## src/rtl/sbtx_pkg.sv

```systemverilog
// Shared types for the shared-bus transmitter.
package sbtx_pkg;
    // Controller phase: holding no byte, backing off, or shifting a frame
    typedef enum logic [1:0] {
        TX_IDLE = 2'd0,
        TX_WAIT = 2'd1,
        TX_SEND = 2'd2
    } tx_state_t;
endpackage

```

## src/rtl/sbtx_sync2.sv

```systemverilog
// Two-flop synchronizer for the raw line readback.
// Assumes: d is asynchronous to clk; the reset value matches an idle (released) line.
module sbtx_sync2 #(
    parameter logic RST_VAL = 1'b1
) (
    input  logic clk,
    input  logic rst_n,
    input  logic d,
    output logic q
);
    logic meta;

    // Two-stage capture of the asynchronous input
    always_ff @(posedge clk) begin
        if (!rst_n) begin
            meta <= RST_VAL;
            q    <= RST_VAL;
        end else begin
            meta <= d;
            q    <= meta;
        end
    end
endmodule

```

## src/rtl/sbtx_lfsr.sv

```systemverilog
// Free-running Fibonacci LFSR that gives the back-off random value.
// Assumes: TAPS gives a maximal sequence and SEED is nonzero; only the low OUT_W bits leave.
module sbtx_lfsr #(
    parameter int          W     = 8,
    parameter int          OUT_W = 3,
    parameter logic [W-1:0] TAPS = 8'hB8,
    parameter logic [W-1:0] SEED = 8'h01
) (
    input  logic             clk,
    input  logic             rst_n,
    output logic [OUT_W-1:0] rnd
);
    logic [W-1:0] lfsr;

    // Shift every clock, the feedback bit is the parity of the tapped bits
    always_ff @(posedge clk) begin
        if (!rst_n) lfsr <= SEED;
        else        lfsr <= {lfsr[W-2:0], ^(lfsr & TAPS)};
    end

    assign rnd = lfsr[OUT_W-1:0];


    lfsr_nonzero_chk: assert property (@(posedge clk) disable iff (!rst_n)
        lfsr != '0);
endmodule

```

## src/rtl/sbtx_backoff.sv

```systemverilog
// Random back-off counter, measured in ticks from the last busy cycle.
// Assumes: load and active are never high together; expire is meaningful only while active.
module sbtx_backoff #(
    parameter int TPB   = 8,
    parameter int RND_W = 3
) (
    input  logic             clk,
    input  logic             rst_n,
    input  logic             load,
    input  logic             active,
    input  logic             busy,
    input  logic             tick,
    input  logic [RND_W-1:0] rnd,
    output logic             expire
);
    localparam int CW = $clog2((2**RND_W) * TPB + 1);

    logic [CW-1:0] cnt;
    logic [CW-1:0] reload;

    // Whole number of bit periods, from 1 up to 2**RND_W
    assign reload = (CW'(rnd) + CW'(1)) * CW'(TPB);

    // Reload on a new attempt or while busy, otherwise count ticks down
    always_ff @(posedge clk) begin
        if (!rst_n)                       cnt <= '0;
        else if (load || (active && busy)) cnt <= reload;
        else if (active && tick && cnt != '0) cnt <= cnt - CW'(1);
    end

    assign expire = active && !busy && tick && (cnt == CW'(1));


    backoff_armed_chk: assert property (@(posedge clk) disable iff (!rst_n)
        (active && busy) |=> (cnt >= CW'(TPB)));
endmodule

```

## src/rtl/sbus_tx.sv

```systemverilog
// Collision-aware transmitter for a wired-AND shared serial line.
// Frame: start 0, DATA_W bits LSB first, stop 1, each bit TPB ticks of samp_tick.
// Assumes: samp_tick is a one-cycle pulse and line_in is the raw shared-line level.
module sbus_tx
    import sbtx_pkg::*;
#(
    parameter int          DATA_W    = 8,
    parameter int          TPB       = 8,
    parameter int          SAMPLE_AT = TPB/2 - 1,
    parameter int          RND_W     = 3,
    parameter int          LFSR_W    = 8,
    parameter logic [LFSR_W-1:0] LFSR_TAPS = 8'hB8,
    parameter logic [LFSR_W-1:0] LFSR_SEED = 8'h01
) (
    input  logic              clk,
    input  logic              rst_n,
    input  logic              samp_tick,
    input  logic [DATA_W-1:0] in_data,
    input  logic              in_valid,
    output logic              in_ready,
    input  logic              bus_busy,
    input  logic              line_in,
    output logic              line_drive_n,
    output logic              done,
    output logic              collision
);
    localparam int FW = DATA_W + 2;
    localparam int IW = $clog2(FW);
    localparam int TW = $clog2(TPB);
    localparam logic [IW-1:0] STOP_IDX = IW'(FW - 1);

    tx_state_t         state;
    logic [DATA_W-1:0] held;
    logic [FW-1:0]     frame;
    logic [IW-1:0]     idx;
    logic [TW-1:0]     tcnt;
    logic              line_s;
    logic [RND_W-1:0]  rnd;
    logic              go;
    logic              accept;
    logic              abort;
    logic              load;

    sbtx_sync2 #(.RST_VAL(1'b1)) u_sync (
        .clk(clk), .rst_n(rst_n), .d(line_in), .q(line_s)
    );

    sbtx_lfsr #(.W(LFSR_W), .OUT_W(RND_W), .TAPS(LFSR_TAPS), .SEED(LFSR_SEED)) u_lfsr (
        .clk(clk), .rst_n(rst_n), .rnd(rnd)
    );

    sbtx_backoff #(.TPB(TPB), .RND_W(RND_W)) u_backoff (
        .clk(clk), .rst_n(rst_n), .load(load), .active(state == TX_WAIT),
        .busy(bus_busy), .tick(samp_tick), .rnd(rnd), .expire(go)
    );

    // Handshake and abort decisions for this cycle
    assign accept = (state == TX_IDLE) && in_valid;
    assign abort  = (state == TX_SEND) && samp_tick && (tcnt == TW'(SAMPLE_AT))
                    && (idx != STOP_IDX) && (line_s != frame[0]);
    assign load   = accept || abort;

    // Phase control, bit timing and frame shifting
    always_ff @(posedge clk) begin
        if (!rst_n) begin
            state     <= TX_IDLE;
            held      <= '0;
            frame     <= '1;
            idx       <= '0;
            tcnt      <= '0;
            done      <= 1'b0;
            collision <= 1'b0;
        end else begin
            done      <= 1'b0;
            collision <= 1'b0;
            unique case (state)
                TX_IDLE: if (accept) begin
                    held  <= in_data;
                    frame <= {1'b1, in_data, 1'b0};
                    state <= TX_WAIT;
                end
                TX_WAIT: if (go) begin
                    state <= TX_SEND;
                    idx   <= '0;
                    tcnt  <= '0;
                end
                TX_SEND: if (abort) begin
                    state     <= TX_WAIT;
                    frame     <= {1'b1, held, 1'b0};
                    collision <= 1'b1;
                end else if (samp_tick) begin
                    if (tcnt == TW'(TPB - 1)) begin
                        tcnt <= '0;
                        if (idx == STOP_IDX) begin
                            state <= TX_IDLE;
                            done  <= 1'b1;
                        end else begin
                            idx   <= idx + IW'(1);
                            frame <= {1'b1, frame[FW-1:1]};
                        end
                    end else begin
                        tcnt <= tcnt + TW'(1);
                    end
                end
                default: state <= TX_IDLE;
            endcase
        end
    end

    // Outputs that follow the registered phase
    assign in_ready     = (state == TX_IDLE);
    assign line_drive_n = !((state == TX_SEND) && !frame[0]);


    coll_release_chk: assert property (@(posedge clk) disable iff (!rst_n)
        collision |-> line_drive_n);

    coll_pulse_chk: assert property (@(posedge clk) disable iff (!rst_n)
        collision |=> !collision);

    busy_hold_chk: assert property (@(posedge clk) disable iff (!rst_n)
        (state == TX_WAIT && bus_busy) |=> (state != TX_SEND));

    drive_tick_chk: assert property (@(posedge clk) disable iff (!rst_n)
        (state == TX_SEND && !samp_tick) |=> $stable(line_drive_n));

    done_ready_chk: assert property (@(posedge clk) disable iff (!rst_n)
        done |-> in_ready);

    coll_not_ready_chk: assert property (@(posedge clk) disable iff (!rst_n)
        collision |-> !in_ready);
endmodule

```

## config.mk

```make
export PLATFORM = sky130hd
export DESIGN_NAME = sbus_tx
export DESIGN_NICKNAME = d
export VERILOG_FILES = /design/src/rtl/sbtx_pkg.sv /design/src/rtl/sbtx_sync2.sv /design/src/rtl/sbtx_lfsr.sv /design/src/rtl/sbtx_backoff.sv /design/src/rtl/sbus_tx.sv
export SDC_FILE = /design/constraint.sdc
export NUM_CORES = 1
export LEC_CHECK = 0
export ABC_AREA = 0
export CAP_MARGIN = 0
export CORE_ASPECT_RATIO = 0.9
export CORE_MARGIN = 1.5
export CORE_UTILIZATION = 61
export DETAILED_ROUTE_END_ITERATION = 6
export GPL_TIMING_DRIVEN = 0
export PLACE_DENSITY = 0.83
export SLEW_MARGIN = 20
export SYNTH_ARGS = -nofsm -noshare
export SYNTH_HDL_FRONTEND = slang
export SYNTH_SLANG_ARGS = --single-unit
```

## constraint.sdc

```tcl
create_clock -name clk -period 3.5 [get_ports clk]
set_input_delay 0.525 -clock clk [delete_from_list [all_inputs] [get_ports clk]]
set_output_delay 0.525 -clock clk [all_outputs]
set_load 0.005 [all_outputs]
```

==> out/results.txt <==
Cell count after synthesis = 249
Core area = 0.003403 mm2
Post-Route WL = 4490 um
Placed Instances = 309
Initial DRC count = 86
Count leader, synth = dfxtp_1
Worst-Margin Slew = 0.6221 ns
Die Y = 59.95 um
Final core utilization = 73.97%
Worst Hold Depth = 1
# hold bufs at CTS = 0
Synth top cells by count = dfxtp_1, nand2_1, nor2_1
Netlist cell types = 41
Die area = 0.003973 mm2
Die X = 66.28 um
Setup TNS = 0 ns
Initial Utilization = 64.60%
Power Density = 420.5 mW/mm2
GRT Total Usage = 24.82%
Final setup vio count = 0
Row cnt = 20
DRC = 0
Slew HR = 58.09%
Pleak = 0.9774 nW
Unrepaired setup endpoints after global routing = no
CTS tree = done
Detail Placement HPWL = 3154 um
Peak supply drop = 297.1 uV
Worst Path Max Fanout = 10
Gr ovfl total = 0
Setup slack at placement = 0.9376 ns
Vias in the first global route = 1680
Post-synthesis register bit count = 45
Routed len/inst = 14.21 um
IO Port Bufs = 16
Root Buffer = clkbuf_8
Setup Fix Bufs, Post-CTS = 0
N_diodes = 0
Total number of vias = 1789
Share of cells above drive strength 1 = 7.721%
Gpl congestion = 0.7941
Peak Freq = 370.6 MHz
Slowest stage delay, CP = 0.46 ns
Antenna viol nets, final = 0
Longest Clk Path Bufs = 2
Critical path type = flop to output pin
Outcome = finished, final reports clean
Filler cells = 274
Final Hold Fails = 0
First-pass DRT Iterations = 4
Worst setup SP type = flop
Fin cells = 316
CTS clk-pin slew, worst paths = 0.08 ns
Cell taking the most area after synthesis = dfxtp_1
Worst path required time = 2.97 ns
Clock Sinks = 45
Netlist Area Pre-Place = 0.002198 mm2
Data arrival, critical path = 2.17 ns
FF-to-FF End = tcnt[1]
Total CTS buffers = 5
Flop-to-flop setup slack = 1.43 ns
Yosys top cell area share = 40.98%
Reg-to-reg startpoint = tcnt[0]
Post-CTS sizing = 0
Final Net Count = 295
Worst R2R Path Depth = 7
First-pass GRT wire length = 7438 um
Worst Hold Path EP = u_sync.q
CTS H-tree depth = 2
Async set-or-reset flop fraction in the synthesized netlist = 0%
Slew Limit Fails = 0
EDFF count, synth = 0
Min Hold Slack = 0.4161 ns
Sequential fraction of the synthesis area = 40.98%
Final period util = 77.09%
Mapped Nets = 272
Clock period minus worst slack = 2.698 ns
Initial antenna violation count = 0
Syn avg cell area = 8.829 um2
Synth top area cells = dfxtp_1, nand2_1, ha_1
Critical path capture point type = output pin
Io pins = 18
Slowest CP cell = clkdlybuf4s50_1
CP Cell Sequence = nor2b_1 > clkbuf_1 > clkbuf_1 > nand2b_1 > clkdlybuf4s50_1
Area growth, synth to finish = 14.51%
Synth Flop Type = dfxtp_1
Setup WS post-layout = 0.8020 ns
Skew final = 0.005210 ns
DR vias/cell = 5.661
Pin count of the biggest net entering global routing = 14
CP most frequent cell = clkbuf_1
Hold path start = u_sync.meta
Worst hold-check path type = flop to flop
Delay-heaviest family, CP = buffers and inverters
Clk Latency, worst-skew pair = 0.30 ns
Sum of buffers and inverters on the critical path = 3
MaxCap Viol Count = 0
Synth Warn # = 0
[area by class of cell]
class                      instances  area [um2]  share of cell area (%)
sequential                        45       900.9                   35.79
multi-input combinational        182        1202                   47.76
tap                               44       55.05                   2.187
clock inverter                     2       35.03                   1.392
inverter                           9       33.78                   1.342
clock buffer                       5       68.82                   2.734
buffer                            13       61.31                   2.435
timing repair buffer              16       160.2                   6.362
[layout by cell type (no fill, tap or decap), drive strengths merged, types with 4 or more instances in the layout]
master	n
nand3	13
a21oi	6
nand3b	4
a211o	7
nor2	16
a21boi	9
xor2	6
mux2i	9
buf	5
and2	9
o21ai	14
clkdlybuf4s50	16
inv	9
nand2b	6
nand2	39
dfxtp	45
ha	9
clkbuf	13
xnor2	6
[registers in the layout, indices dropped and copies added (netlist names)]
register,count
tcnt,3
u_lfsr.lfsr,8
collision,1
state,2
idx,4
held,8
u_sync.meta,1
u_backoff.cnt,7
frame,9
u_sync.q,1
done,1
[per-stage QoR]
step / instance area, um2 / power [mW]
2_1_floorplan: 2198 / 0.6528
3_3_place_gp: 2414 / 0.6913
3_5_place_dp: 2414 / 0.6950
4_1_cts: 2517 / 1.062
5_1_grt: 2517 / 1.099
6_report: 2517 / 1.058
[worst max path at each step]
stage / from / endpoint / slack [ns] / cells past startpoint
after global placement: samp_tick / frame[0] / 1.00 / 7
after floorplan: tcnt[0] / frame[3] / 1.75 / 8
final: state[0] / line_drive_n / 0.80 / 5
after detailed placement: samp_tick / tcnt[1] / 0.94 / 6
after global routing: state[0] / line_drive_n / 0.70 / 5
after CTS: state[0] / line_drive_n / 0.81 / 5
[worst reg2reg max path: cells and delay by family (launching register included)]
family	cells	cell delay (ns)
adders and majority gates	2	0.37
AOI/OAI and AO/OA	2	0.46
DFF	1	0.38
and+or+nand+nor	3	0.71
[layer usage]
layer,share of wire [%],GRT usage [%],routed length (um)
met5,0,0,0
met4,2.2,9.913,99
met3,5.3,4.896,238
met2,48,42.29,2146
met1,45,31.01,2004
[report_power, final]
group | internal [mW] | leakage [nW] | switching [mW]
Sequential | 0.537 | 0.369 | 0.0180
Combinational | 0.0601 | 0.555 | 0.0690
Clock | 0.207 | 0.0540 | 0.166
Total | 0.805 | 0.977 | 0.253
[kinds of logic after synthesis]
family | Yosys count | share of synthesized area [%]
AND/OR/NAND/NOR | 106 | 25.50
XOR/XNOR | 12 | 4.781
multiplexers | 9 | 4.098
AO/OA/AOI/OAI | 46 | 15.20
flip-flops | 45 | 40.98
buffers and inverters | 22 | 4.326
adder cells (fa/ha/maj) | 9 | 5.122
Power figures use the tool's default switching activity.
